## src/rtl/frag_test_pkg.sv

```systemverilog
package frag_test_pkg;

  typedef enum logic [2:0] {
    CMP_NEVER  = 3'd0,
    CMP_LT     = 3'd1,
    CMP_EQ     = 3'd2,
    CMP_LE     = 3'd3,
    CMP_GT     = 3'd4,
    CMP_NE     = 3'd5,
    CMP_GE     = 3'd6,
    CMP_ALWAYS = 3'd7
  } cmp_fn_e;

  typedef enum logic [1:0] {
    RB_ZERO = 2'd0,
    RB_ONES = 2'd1,
    RB_PASS = 2'd2,
    RB_ALT  = 2'd3
  } rb_mode_e;

  // depth config field positions
  localparam int unsigned ZC_EN_BIT  = 0;
  localparam int unsigned ZC_FN_LSB  = 1;
  localparam int unsigned ZC_UPD_BIT = 4;
  localparam int unsigned ZC_USED    = 5;

  localparam int unsigned FN_W = 3;

endpackage

```

## src/rtl/frag_cmp.sv

```systemverilog
module frag_cmp #(
  parameter int unsigned W = 24
) (
  input  logic [W-1:0] a_i,
  input  logic [W-1:0] b_i,
  input  logic [2:0]   fn_i,
  output logic         hit_o
);
  logic lt, eq, gt;

  assign lt = a_i < b_i;
  assign eq = a_i == b_i;
  assign gt = a_i > b_i;

  // code is a mask over {gt, eq, lt}
  assign hit_o = (fn_i[0] & lt) | (fn_i[1] & eq) | (fn_i[2] & gt);
endmodule

```

## src/rtl/alpha_readback.sv

```systemverilog
module alpha_readback
  import frag_test_pkg::*;
#(
  parameter int unsigned AW = 8
) (
  input  logic [1:0]    mode_i,
  input  logic [AW-1:0] alpha_i,
  output logic [AW-1:0] alpha_o
);
  always_comb begin
    unique case (rb_mode_e'(mode_i))
      RB_ZERO: alpha_o = '0;
      RB_ONES: alpha_o = '1;
      default: alpha_o = alpha_i;
    endcase
  end
endmodule

```

## src/rtl/frag_test_stage.sv

```systemverilog
module frag_test_stage
  import frag_test_pkg::*;
#(
  parameter int unsigned ZW = 24,
  parameter int unsigned AW = 8,
  parameter int unsigned CW = 16
) (
  input  logic          clk_i,
  input  logic          rst_ni,
  input  logic          valid_i,
  input  logic [ZW-1:0] frag_z_i,
  input  logic [ZW-1:0] stored_z_i,
  input  logic [AW-1:0] frag_alpha_i,
  input  logic [CW-1:0] z_cfg_i,
  input  logic [CW-1:0] alpha_cfg_i,
  input  logic [1:0]    rb_mode_i,
  input  logic [AW-1:0] rb_alpha_i,
  output logic          valid_o,
  output logic          pass_o,
  output logic          z_we_o,
  output logic [ZW-1:0] z_wdata_o,
  output logic [AW-1:0] rb_alpha_o
);
  localparam int unsigned AC_FN_LSB = AW;
  localparam int unsigned AC_USED   = AW + FN_W;

  logic            z_en, z_upd;
  logic [FN_W-1:0] z_fn, a_fn;
  logic [AW-1:0]   a_thr;
  logic            z_hit, a_hit, z_ok, accept;

  // reserved config bits, not used by the datapath
  logic unused_cfg;
  assign unused_cfg = ^{z_cfg_i[CW-1:ZC_USED], alpha_cfg_i[CW-1:AC_USED]};

  assign z_en  = z_cfg_i[ZC_EN_BIT];
  assign z_upd = z_cfg_i[ZC_UPD_BIT];
  assign z_fn  = z_cfg_i[ZC_FN_LSB +: FN_W];
  assign a_thr = alpha_cfg_i[AW-1:0];
  assign a_fn  = alpha_cfg_i[AC_FN_LSB +: FN_W];

  frag_cmp #(.W(ZW)) u_z_cmp (
    .a_i  (frag_z_i),
    .b_i  (stored_z_i),
    .fn_i (z_fn),
    .hit_o(z_hit)
  );

  frag_cmp #(.W(AW)) u_a_cmp (
    .a_i  (frag_alpha_i),
    .b_i  (a_thr),
    .fn_i (a_fn),
    .hit_o(a_hit)
  );

  assign z_ok   = z_hit | ~z_en;
  assign accept = z_ok & a_hit;

  always_ff @(posedge clk_i or negedge rst_ni) begin
    if (!rst_ni) begin
      valid_o   <= 1'b0;
      pass_o    <= 1'b0;
      z_we_o    <= 1'b0;
      z_wdata_o <= '0;
    end else begin
      valid_o <= valid_i;
      pass_o  <= valid_i & accept;
      z_we_o  <= valid_i & accept & z_upd;
      if (valid_i) z_wdata_o <= frag_z_i;
    end
  end

  alpha_readback #(.AW(AW)) u_rb (
    .mode_i (rb_mode_i),
    .alpha_i(rb_alpha_i),
    .alpha_o(rb_alpha_o)
  );
endmodule

```

## config.mk

```make
export PLATFORM = sky130hd
export DESIGN_NAME = frag_test_stage
export DESIGN_NICKNAME = d
export VERILOG_FILES = /design/src/rtl/frag_test_pkg.sv /design/src/rtl/frag_cmp.sv /design/src/rtl/alpha_readback.sv /design/src/rtl/frag_test_stage.sv
export SDC_FILE = /design/constraint.sdc
export NUM_CORES = 1
export LEC_CHECK = 0
export ABC_AREA = 1
export BUFFER_PORTS_ARGS = -buffer_cell sky130_fd_sc_hd__buf_2
export CAP_MARGIN = 0
export CORE_UTILIZATION = 42
export CTS_BUF_LIST = sky130_fd_sc_hd__clkbuf_16
export DETAILED_ROUTE_END_ITERATION = 7
export HOLD_SLACK_MARGIN = 0.05
export PLACE_DENSITY = 0.84
export RECOVER_POWER = 100
export SYNTH_ARGS = -nofsm -noshare
export SYNTH_HDL_FRONTEND = slang
export SYNTH_SLANG_ARGS = --single-unit
```

## constraint.sdc

```tcl
create_clock -name clk_i -period 1.08 [get_ports clk_i]
set_input_delay 0.216 -clock clk_i [delete_from_list [all_inputs] [get_ports clk_i]]
set_output_delay 0.216 -clock clk_i [all_outputs]
set_load 0.01 [all_outputs]
```

==> metrics.md, run 1 <==
| Metric | Value |
|---|---|
| Cts bufs inserted | `3` |
| Non-Filler Instances | `463` |
| Max Slew Vio Count | `0` |
| Clock transition at path regs | `0.07 ns` |
| Clock Latency Late Sink | `0.26 ns` |
| Syn-to-layout area delta | `59.4%` |
| Design area | `3250 µm²` |
| Routed wire per std cell | `11.8 µm` |
| Die height | `71.6 µm` |
| Fin crit period | `1.24 ns` |
| Failing checks | `negative setup slack` |
| Sequential fraction of the synthesis area | `33.2%` |
| Critical Path Source Type | `input port` |
| Hold_sp | `frag_z_i[14]` |
| Leakage | `1.81 nW` |
| Status | `complete, but fails checks` |
| Critical R2R Capture | `z_wdata_o[23]` |
| Unrepaired setup endpoints after global routing | `true` |
| Crit path cell chain | `buf_2, ha_1, a21oi_1, o21ai_1, nand2_1, nand3_2, nand2_2, nor2_4, nor2_4, nand2_2, nor2_2` |
| Crit-path slowest cell | `ha_1` |
| Bufs and invs on worst path | `1` |
| Syn nets | `416` |
| Drt pass-1 iters | `4` |
| Async set-or-reset flop fraction in the synthesized netlist | `100%` |
| WHS Path Cells | `3` |
| CTS tree | `built` |
| Global-route wire length before repair | `9000 µm` |
| Via density | `4.73` |
| Mapped Cells | `283` |
| Relative slew slack | `61.1%` |
| Hold Path Sink | `z_wdata_o[14]` |
| Root buf cell | `clkbuf_16` |
| Most common cell in the netlist | `nand2_1` |
| CP delay by family, top | `simple AND/OR/NAND/NOR gates` |
| Hold Path Class | `input port to flip-flop` |
| Mapped cell area | `2040 µm²` |
| Tcrit/Tclk final | `114%` |
| Std cell rows | `24` |
| Port bufs | `119` |
| Syn_area_per_cell | `7.19 µm²` |
| CP endpoint kind | `flip-flop` |
| Setup_tns | `-0.287 ns` |
| Layout cells sized above 1 | `43.3%` |
| Synth warn | `0` |
| Post-synth EDFFs | `0` |
| Max VDD drop | `0.000599 V` |
| R2r setup slk | `0.42 ns` |
| Vias in the first global route | `2,191` |
| Placed cells | `458` |
| Worst flop-to-flop path startpoint | `z_wdata_o[23]` |
| PwrDens | `939 nW/µm²` |
| CP max FO | `2` |
| Initial antenna violation count | `0` |
| Dpl hpwl | `4360 µm` |
| Ys flop type | `dfrtp_1` |
| Gr usage total | `21.9%` |
| Fin util | `72.1%` |
| Yosys top cell by area | `dfrtp_1` |
| Worst-Margin Slew | `0.584 ns` |
| Gr ovfl total | `0` |
| Crit path setup slack, layout | `-0.156 ns` |
| Worst path required time | `1.28 ns` |
| Overall power | `3.05 mW` |
| Worst setup path category | `input port to flip-flop` |
| Initial Utilization | `45.2%` |
| Post-synthesis cell type count | `23` |
| Die area | `5130 µm²` |
| Hold_ws | `0.156 ns` |
| Post-CTS setup buffers | `0` |
| Largest net degree at the start of global routing | `17` |
| DRT iter0 DRCs | `30` |
| N_diodes | `0` |
| # H-tree levels | `1` |
| Crit-path max cell delay | `0.29 ns` |
| Post-Place Worst Slack | `-0.460 ns` |
| Vias post-DR | `2,192` |
| Max Cap Viol | `0` |
| Clk_skew | `0 ns` |
| Post-Route WL | `5440 µm` |
| Flip-flop and latch count after synthesis | `27` |
| Post-route DRC | `0` |
| Placed cell area | `2900 µm²` |
| Worst-case reg-to-reg path depth | `2` |
| # setup viols final | `2` |
| Remaining antenna violation count | `0` |
| Worst EP arrival | `1.43 ns` |
| Max Root-Sink Buffers | `2` |
| Synth area leaders | `dfrtp_1, nand2_1, ha_1` |
| Final Wtd Congestion | `0.745` |
| Fmax | `0.809 GHz` |
| Die width | `71.6 µm` |
| Nets | `545` |
| Boundary pin count | `136` |
| Synth cell count leaders | `nand2_1, inv_1, ha_1` |
| Core ar. | `4500 µm²` |
| Final count of hold timing violations | `0` |
| Synth top area share | `33.2%` |
| CTS sink cnt | `27` |
-- flip-flops by register name, summed over array words and instances, names as in the netlist --
| name | cells |
|---|---|
| pass_o | 1 |
| valid_o | 1 |
| z_we_o | 1 |
| z_wdata_o | 24 |
-- where the power goes --
group	internal (mW)	total (mW)	switching, mW
logic	0.497	1.05	0.554
clock network	0.503	0.849	0.346
registers	1.10	1.15	0.0491
-- layout by cell type (no fill, tap or decap), types with 8 or more instances in the layout --
cell      netlist  routed
buf_2           2      65
buf_6           0      16
dfrtp_1        27      27
a21oi_1        12       8
nand2_2         5      10
clkbuf_2        1      14
ha_1           32      12
ha_4            0      20
clkbuf_1        3      25
inv_1          47      28
buf_4           0       8
inv_2           0      16
nand2_1       121     114
-- worst register-to-register path, stage by stage, from the launching register on --
cell and delay [ns]:
dfrtp_1 0.40, nand2_1 0.10, nand2_1 0.06
-- what timing repair did --
item / CTS / global route
resized for setup: 51 / 12
hold endpoints to repair: 14 / 0
setup endpoints to repair: 2 / 10
hold buffers: 1 / 0
pin swaps: 23 / 6
-- kinds of logic (layout without fill, tap and decap cells) --
| logic type | after synthesis | in the layout | share of synthesized area [%] |
|---|---|---|---|
| adders and majority gates | 32 | 32 | 19.7 |
| and+or+nand+nor | 151 | 151 | 31.8 |
| buffers and inverters | 54 | 182 | 10.1 |
| DFF | 27 | 27 | 33.2 |
| AOI/OAI and AO/OA | 19 | 19 | 5.16 |
-- area by class of cell --
class,instances,area (µm²)
inverters,48,188
clock inverters,1,7.51
clock buffers,3,75.1
fillers,359,1260
repair buffers,130,747
well taps,52,65.1
multi-input cells,202,1490
flip-flops and latches,27,676
-- how the worst max path moves through the flow --
stage                     from  endpoint  depth (start not counted)
2_1_floorplan   alpha_cfg_i[1]    pass_o                         13
3_3_place_gp      frag_z_i[21]    pass_o                         10
3_5_place_dp      frag_z_i[21]    pass_o                         10
4_1_cts           frag_z_i[21]    z_we_o                         12
5_1_grt         alpha_cfg_i[1]    z_we_o                         13
6_report       frag_alpha_i[3]    z_we_o                         11
-- per-layer routing --
metal | part of all wire [%] | up-vias | GRT usage [%]
met5 | 0 | - | 0
met4 | 0.90 | 0 | 5.45
met3 | 8.8 | 4 | 5.77
met2 | 50 | 85 | 40.8
met1 | 40 | 980 | 24.8
li1 | - | 1123 | -
Power figures use the tool's default switching activity.
==> run 2: changes to the inputs <==
--- a/config.mk
+++ b/config.mk
@@ -8,6 +8,7 @@
 export ABC_AREA = 1
 export BUFFER_PORTS_ARGS = -buffer_cell sky130_fd_sc_hd__buf_2
 export CAP_MARGIN = 0
+export CORE_MARGIN = 2
 export CORE_UTILIZATION = 42
 export CTS_BUF_LIST = sky130_fd_sc_hd__clkbuf_16
 export DETAILED_ROUTE_END_ITERATION = 7
==> metrics.md, run 2 (synthesis results as in run 1) <==
| Metric | Value |
|---|---|
| Worst flop-to-flop path startpoint | `z_wdata_o[0]` |
| DRT iter0 DRCs | `26` |
| Global route hottest layer | `met2` |
| Root buf cell | `clkbuf_16` |
| Status | `complete, but fails checks` |
| Die height | `73.6 µm` |
| # setup viols final | `2` |
| Remaining antenna violation count | `0` |
| Max VDD drop | `0.000533 V` |
| Drt pass-1 iters | `4` |
| Met3 Use GR | `4.12%` |
| Initial Utilization | `43.4%` |
| CTS tree | `built` |
| Critical Path Source Type | `input port` |
| Die width | `73.6 µm` |
| CTS sink cnt | `27` |
| Max Cap Viol | `0` |
| Fin crit period | `1.23 ns` |
| Crit path cell chain | `buf_6, ha_4, nand2_4, nor2_4, nand4_4, nor2_4, nand2_2, nand4_1, nand3_2, nand2_2, inv_1` |
| Max Root-Sink Buffers | `2` |
| Clock Latency Late Sink | `0.26 ns` |
| Nets | `540` |
| N_diodes | `0` |
| Die area | `5420 µm²` |
| Routed wire per std cell | `12.7 µm` |
| Largest net degree at the start of global routing | `27` |
| Layout cells sized above 1 | `39.9%` |
| Clock transition at path regs | `0.07 ns` |
| Crit path from | `frag_z_i[13]` |
| Overall power | `3.04 mW` |
| Core ar. | `4690 µm²` |
| Unrepaired setup endpoints after global routing | `true` |
| # fillers | `368` |
| Failing checks | `negative setup slack` |
| CP max FO | `3` |
| Clk_skew | `0 ns` |
| Boundary pin count | `136` |
| # H-tree levels | `1` |
| Leakage | `1.80 nW` |
| Port bufs | `119` |
| Gr usage total | `20.9%` |
| Std cell rows | `25` |
| CP delay by family, top | `simple AND/OR/NAND/NOR gates` |
| Crit-path max cell delay | `0.27 ns` |
| Relative slew slack | `66.6%` |
| Fmax | `0.812 GHz` |
| Dpl hpwl | `4570 µm` |
| Post-Route WL | `5850 µm` |
| Worst setup path category | `input port to flip-flop` |
| Global-route wire length before repair | `8830 µm` |
| Via density | `4.76` |
| Fin util | `68.6%` |
| Final count of hold timing violations | `0` |
| Global routing usage on met1 | `20.2%` |
| Post-route DRC | `0` |
| Vias post-DR | `2,190` |
| Placed cell area | `2880 µm²` |
| Gr ovfl total | `0` |
| Cts bufs inserted | `3` |
| Met2 Usage GRT | `43.8%` |
| Number of flip-flops under the largest register name | `24` |
| Max Slew Vio Count | `0` |
| Final Wtd Congestion | `0.726` |
| Worst-Margin Slew | `0.501 ns` |
| Hold_sp | `frag_z_i[23]` |
| Bufs and invs on worst path | `2` |
| Worst EP arrival | `1.39 ns` |
| Design area | `3220 µm²` |
| Worst path required time | `1.24 ns` |
| Crit-path slowest cell | `ha_4` |
| Hold Path Class | `input port to flip-flop` |
| Commonest cells after routing, fill and taps aside | `nand2_1, buf_2, inv_1` |
| Syn-to-layout area delta | `58.2%` |
| Initial antenna violation count | `0` |
| Most flop-heavy register | `z_wdata_o` |
| Most common cell after layout, fill and taps aside | `nand2_1` |
| CP endpoint kind | `flip-flop` |
| Vias in the first global route | `2,174` |
| Tcrit/Tclk final | `114%` |
| PwrDens | `943 nW/µm²` |
| Crit path setup slack, layout | `-0.152 ns` |
[run 2: changes by cell type in the layout (fill, tap and decap cells not counted), moves of 2 or more]
cell	change
inv_1	+2
nand2_2	-2
clkbuf_2	-3
buf_6	+6
buf_2	-4
nand2_1	+2
buf_4	-6
a21oi_2	-2
nand3_2	-2
nor2_1	+3
inv_2	-2
nor2_4	-2
a21oi_1	+2
[run 2: cell type report]
type	instances	area [µm²]	share of cell area, %
Multi-Input combinational cell	202	1450	45.1
Clock inverter	1	5.00	0.155
Sequential cell	27	676	21.0
Tap cell	54	67.6	2.10
Inverter	48	188	5.83
Timing Repair Buffer	125	758	23.5
Clock buffer	3	75.1	2.33
[run 2: through the flow]
stage / setup slack [ns] / instances / TNS [ns] / hold slack (ns)
floorplan: -0.217 / 283 / -0.428 / -0.0796
global placement: -0.437 / 455 / -0.869 / 0.129
detailed placement: -0.467 / 455 / -0.931 / 0.131
CTS: -0.148 / 460 / -0.294 / 0.160
global route: -0.253 / 460 / -0.632 / 0.168
finish: -0.152 / 460 / -0.296 / 0.163
[run 2: power breakdown]
group | internal [mW] | switching [mW] | total (mW) | leakage [nW]
clock network | 0.500 | 0.350 | 0.850 | 0.0409
logic | 0.495 | 0.548 | 1.04 | 1.43
registers | 1.10 | 0.0462 | 1.14 | 0.331
[run 2: final timing paths]
check / slack (ns) / to / cells past startpoint
setup / recovery: -0.15 / pass_o / 11
hold reg to reg: 0.47 / z_wdata_o[23] / 2
hold / removal: 0.16 / z_wdata_o[23] / 3
max in group asynchronous: 0.12 / valid_o / 3
setup reg to reg: 0.44 / z_wdata_o[0] / 2
min in group asynchronous: 0.38 / z_wdata_o[12] / 2
[run 2: worst register-to-register path, stage by stage, from the launching register on]
cell,delay (ns)
dfrtp_1,0.38
nand2_1,0.07
o21ai_0,0.07
[run 2: per-layer routing]
metal  wire, µm  share of wire (%)  vias to the layer above
met1       2140                 37                      982
met5          0                  0                        -
met2       3190                 55                       92
met3        481                8.2                        4
met4         35               0.60                        0
li1           -                  -                     1112
[run 2: timing repair]
action,4_1_cts,5_1_grt
buffers inserted,0,0
gates cloned,0,0
hold buffers,1,0
resized for setup,34,27
endpoints found under the hold margin,12,0
pin swaps,16,16
endpoints found under the setup margin,2,10
==> run 3: changes to the inputs <==
--- a/config.mk
+++ b/config.mk
@@ -9,11 +9,11 @@
 export BUFFER_PORTS_ARGS = -buffer_cell sky130_fd_sc_hd__buf_2
 export CAP_MARGIN = 0
 export CORE_MARGIN = 2
-export CORE_UTILIZATION = 42
-export CTS_BUF_LIST = sky130_fd_sc_hd__clkbuf_16
+export CORE_UTILIZATION = 43
+export CTS_BUF_LIST = sky130_fd_sc_hd__clkbuf_4
 export DETAILED_ROUTE_END_ITERATION = 7
 export HOLD_SLACK_MARGIN = 0.05
-export PLACE_DENSITY = 0.84
+export PLACE_DENSITY = 0.86
 export RECOVER_POWER = 100
 export SYNTH_ARGS = -nofsm -noshare
 export SYNTH_HDL_FRONTEND = slang
==> metrics.md, run 3 (synthesis results as in run 1) <==
| Metric | Value |
|---|---|
| Most common cell after layout, fill and taps aside | `nand2_1` |
| CP delay by family, top | `simple AND/OR/NAND/NOR gates` |
| Design area | `3110 µm²` |
| R2r setup slk | `0.25 ns` |
| Clock transition at path regs | `0.16 ns` |
| Nets | `553` |
| Std cell rows | `25` |
| CTS tree | `built` |
| Post-Route WL | `5180 µm` |
| Worst-case reg-to-reg path depth | `4` |
| Cts bufs inserted | `3` |
| Crit path setup slack, layout | `-0.0727 ns` |
| Fmax | `0.868 GHz` |
| CP most frequent cell | `nor2_2` |
| Final count of hold timing violations | `0` |
| Die width | `72.8 µm` |
| Die area | `5300 µm²` |
| Syn-to-layout area delta | `52.9%` |
| Largest net degree at the start of global routing | `25` |
| Vias post-DR | `2,173` |
| Max Slew Vio Count | `0` |
| Status | `complete, but fails checks` |
| Gr ovfl total | `0` |
| CTS sink cnt | `27` |
| Global-route wire length before repair | `8140 µm` |
| Gr usage total | `19.1%` |
| Tcrit/Tclk final | `107%` |
| Critical R2R Capture | `z_wdata_o[7]` |
| Unrepaired setup endpoints after global routing | `true` |
| Fin crit period | `1.15 ns` |
| Clk_skew | `0 ns` |
| Commonest cells after routing, fill and taps aside | `nand2_1, buf_2, inv_1` |
| Setup_tns | `-0.407 ns` |
| Max Root-Sink Buffers | `2` |
| PwrDens | `842 nW/µm²` |
| Bufs and invs on worst path | `2` |
| Initial antenna violation count | `0` |
| Worst path required time | `1.36 ns` |
| CP endpoint kind | `flip-flop` |
| Max Cap Viol | `0` |
| # setup viols final | `18` |
| Fin util | `67.2%` |
| Worst flop-to-flop path startpoint | `z_wdata_o[7]` |
| Worst Setup EP | `z_we_o` |
| Most flop-heavy register | `z_wdata_o` |
| DRT iter0 DRCs | `64` |
| Via density | `4.59` |
| Crit-path slowest cell | `ha_1` |
| Root buf cell | `clkbuf_4` |
| Critical Path Source Type | `input port` |
| Relative slew slack | `66.3%` |
| Layout cells sized above 1 | `43.4%` |
| CP max FO | `3` |
| Hold Path Class | `input port to flip-flop` |
| Max VDD drop | `0.000395 V` |
| Leakage | `1.88 nW` |
| CP Depth | `11` |
| Die height | `72.8 µm` |
| Failing checks | `negative setup slack` |
| Port bufs | `119` |
| Placed cell area | `2900 µm²` |
| Post-route DRC | `0` |
| # H-tree levels | `1` |
| Remaining antenna violation count | `0` |
| Number of flip-flops under the largest register name | `24` |
| Boundary pin count | `136` |
| N_diodes | `0` |
| Worst EP arrival | `1.44 ns` |
| Final Wtd Congestion | `0.734` |
| Routed wire per std cell | `10.9 µm` |
| Worst-Margin Slew | `0.505 ns` |
| Worst setup path category | `input port to flip-flop` |
| Crit-path max cell delay | `0.30 ns` |
| Vias in the first global route | `2,090` |
| Initial Utilization | `44.0%` |
| Drt pass-1 iters | `2` |
| Dpl hpwl | `4230 µm` |
| Crit path cell chain | `buf_2, inv_1, ha_1, nand2_1, nor2_2, nand2_1, a21oi_2, nor2_2, nor2_4, nand2_2, nor2_2` |
| Clock Latency Late Sink | `0.32 ns` |
| Core ar. | `4630 µm²` |
| Crit path from | `alpha_cfg_i[7]` |
## run 3: final cells by class
cell class	instances	area, µm²
Clock buffer	3	22.5
Sequential cell	27	676
Clock inverter	1	5.00
Timing Repair Buffer	138	786
Fill cell	398	1520
Multi-Input combinational cell	202	1370
Tap cell	54	67.6
Inverter	48	185
## run 3: where the power goes
group | total [mW] | internal [mW] | switching, mW
Clock | 0.454 | 0.139 | 0.316
Combinational | 1.03 | 0.506 | 0.520
Sequential | 1.14 | 1.10 | 0.0435
Total | 2.62 | 1.74 | 0.879
## run 3: worst min-delay path by stage
| stage | end | depth (start not counted) | slack [ns] | from |
|---|---|---|---|---|
| global route | z_we_o | 3 | 0.07 | z_cfg_i[4] |
| finish | z_we_o | 3 | 0.08 | z_cfg_i[4] |
| CTS | z_we_o | 3 | 0.08 | z_cfg_i[4] |
| global placement | z_wdata_o[16] | 1 | 0.13 | rst_ni |
| detailed placement | z_wdata_o[16] | 1 | 0.13 | rst_ni |
| floorplan | pass_o | 0 | -0.08 | rst_ni |
## run 3: worst min-delay path, cell delays in order
cell and delay [ns]:
buf_2 0.10, inv_1 0.06, nor2_2 0.04
## run 3: through the flow
stage          setup WS [ns]  hold WS [ns]  power (mW)  std cells
2_1_floorplan         -0.217       -0.0796        1.66        283
3_3_place_gp          -0.439         0.125        2.06        458
3_5_place_dp          -0.431         0.127        2.10        458
4_1_cts              -0.0450        0.0814        2.61        470
5_1_grt               -0.170        0.0679        2.83        473
6_report             -0.0727        0.0847        2.62        473
## run 3: metal layers
metal | GRT usage (%) | part of all wire [%] | up-vias
li1 | - | - | 1137
met1 | 20.6 | 40 | 946
met2 | 38.0 | 51 | 84
met3 | 4.01 | 7.9 | 6
met4 | 3.50 | 0.91 | 0
met5 | 0 | 0 | -
## run 3: what timing repair did
action                                  4_1_cts  5_1_grt
endpoints found under the hold margin        27        0
pin swaps                                     3        5
hold buffers                                  1        0
endpoints found under the setup margin       29       36
resized for setup                             8       14
setup buffers                                 7        3
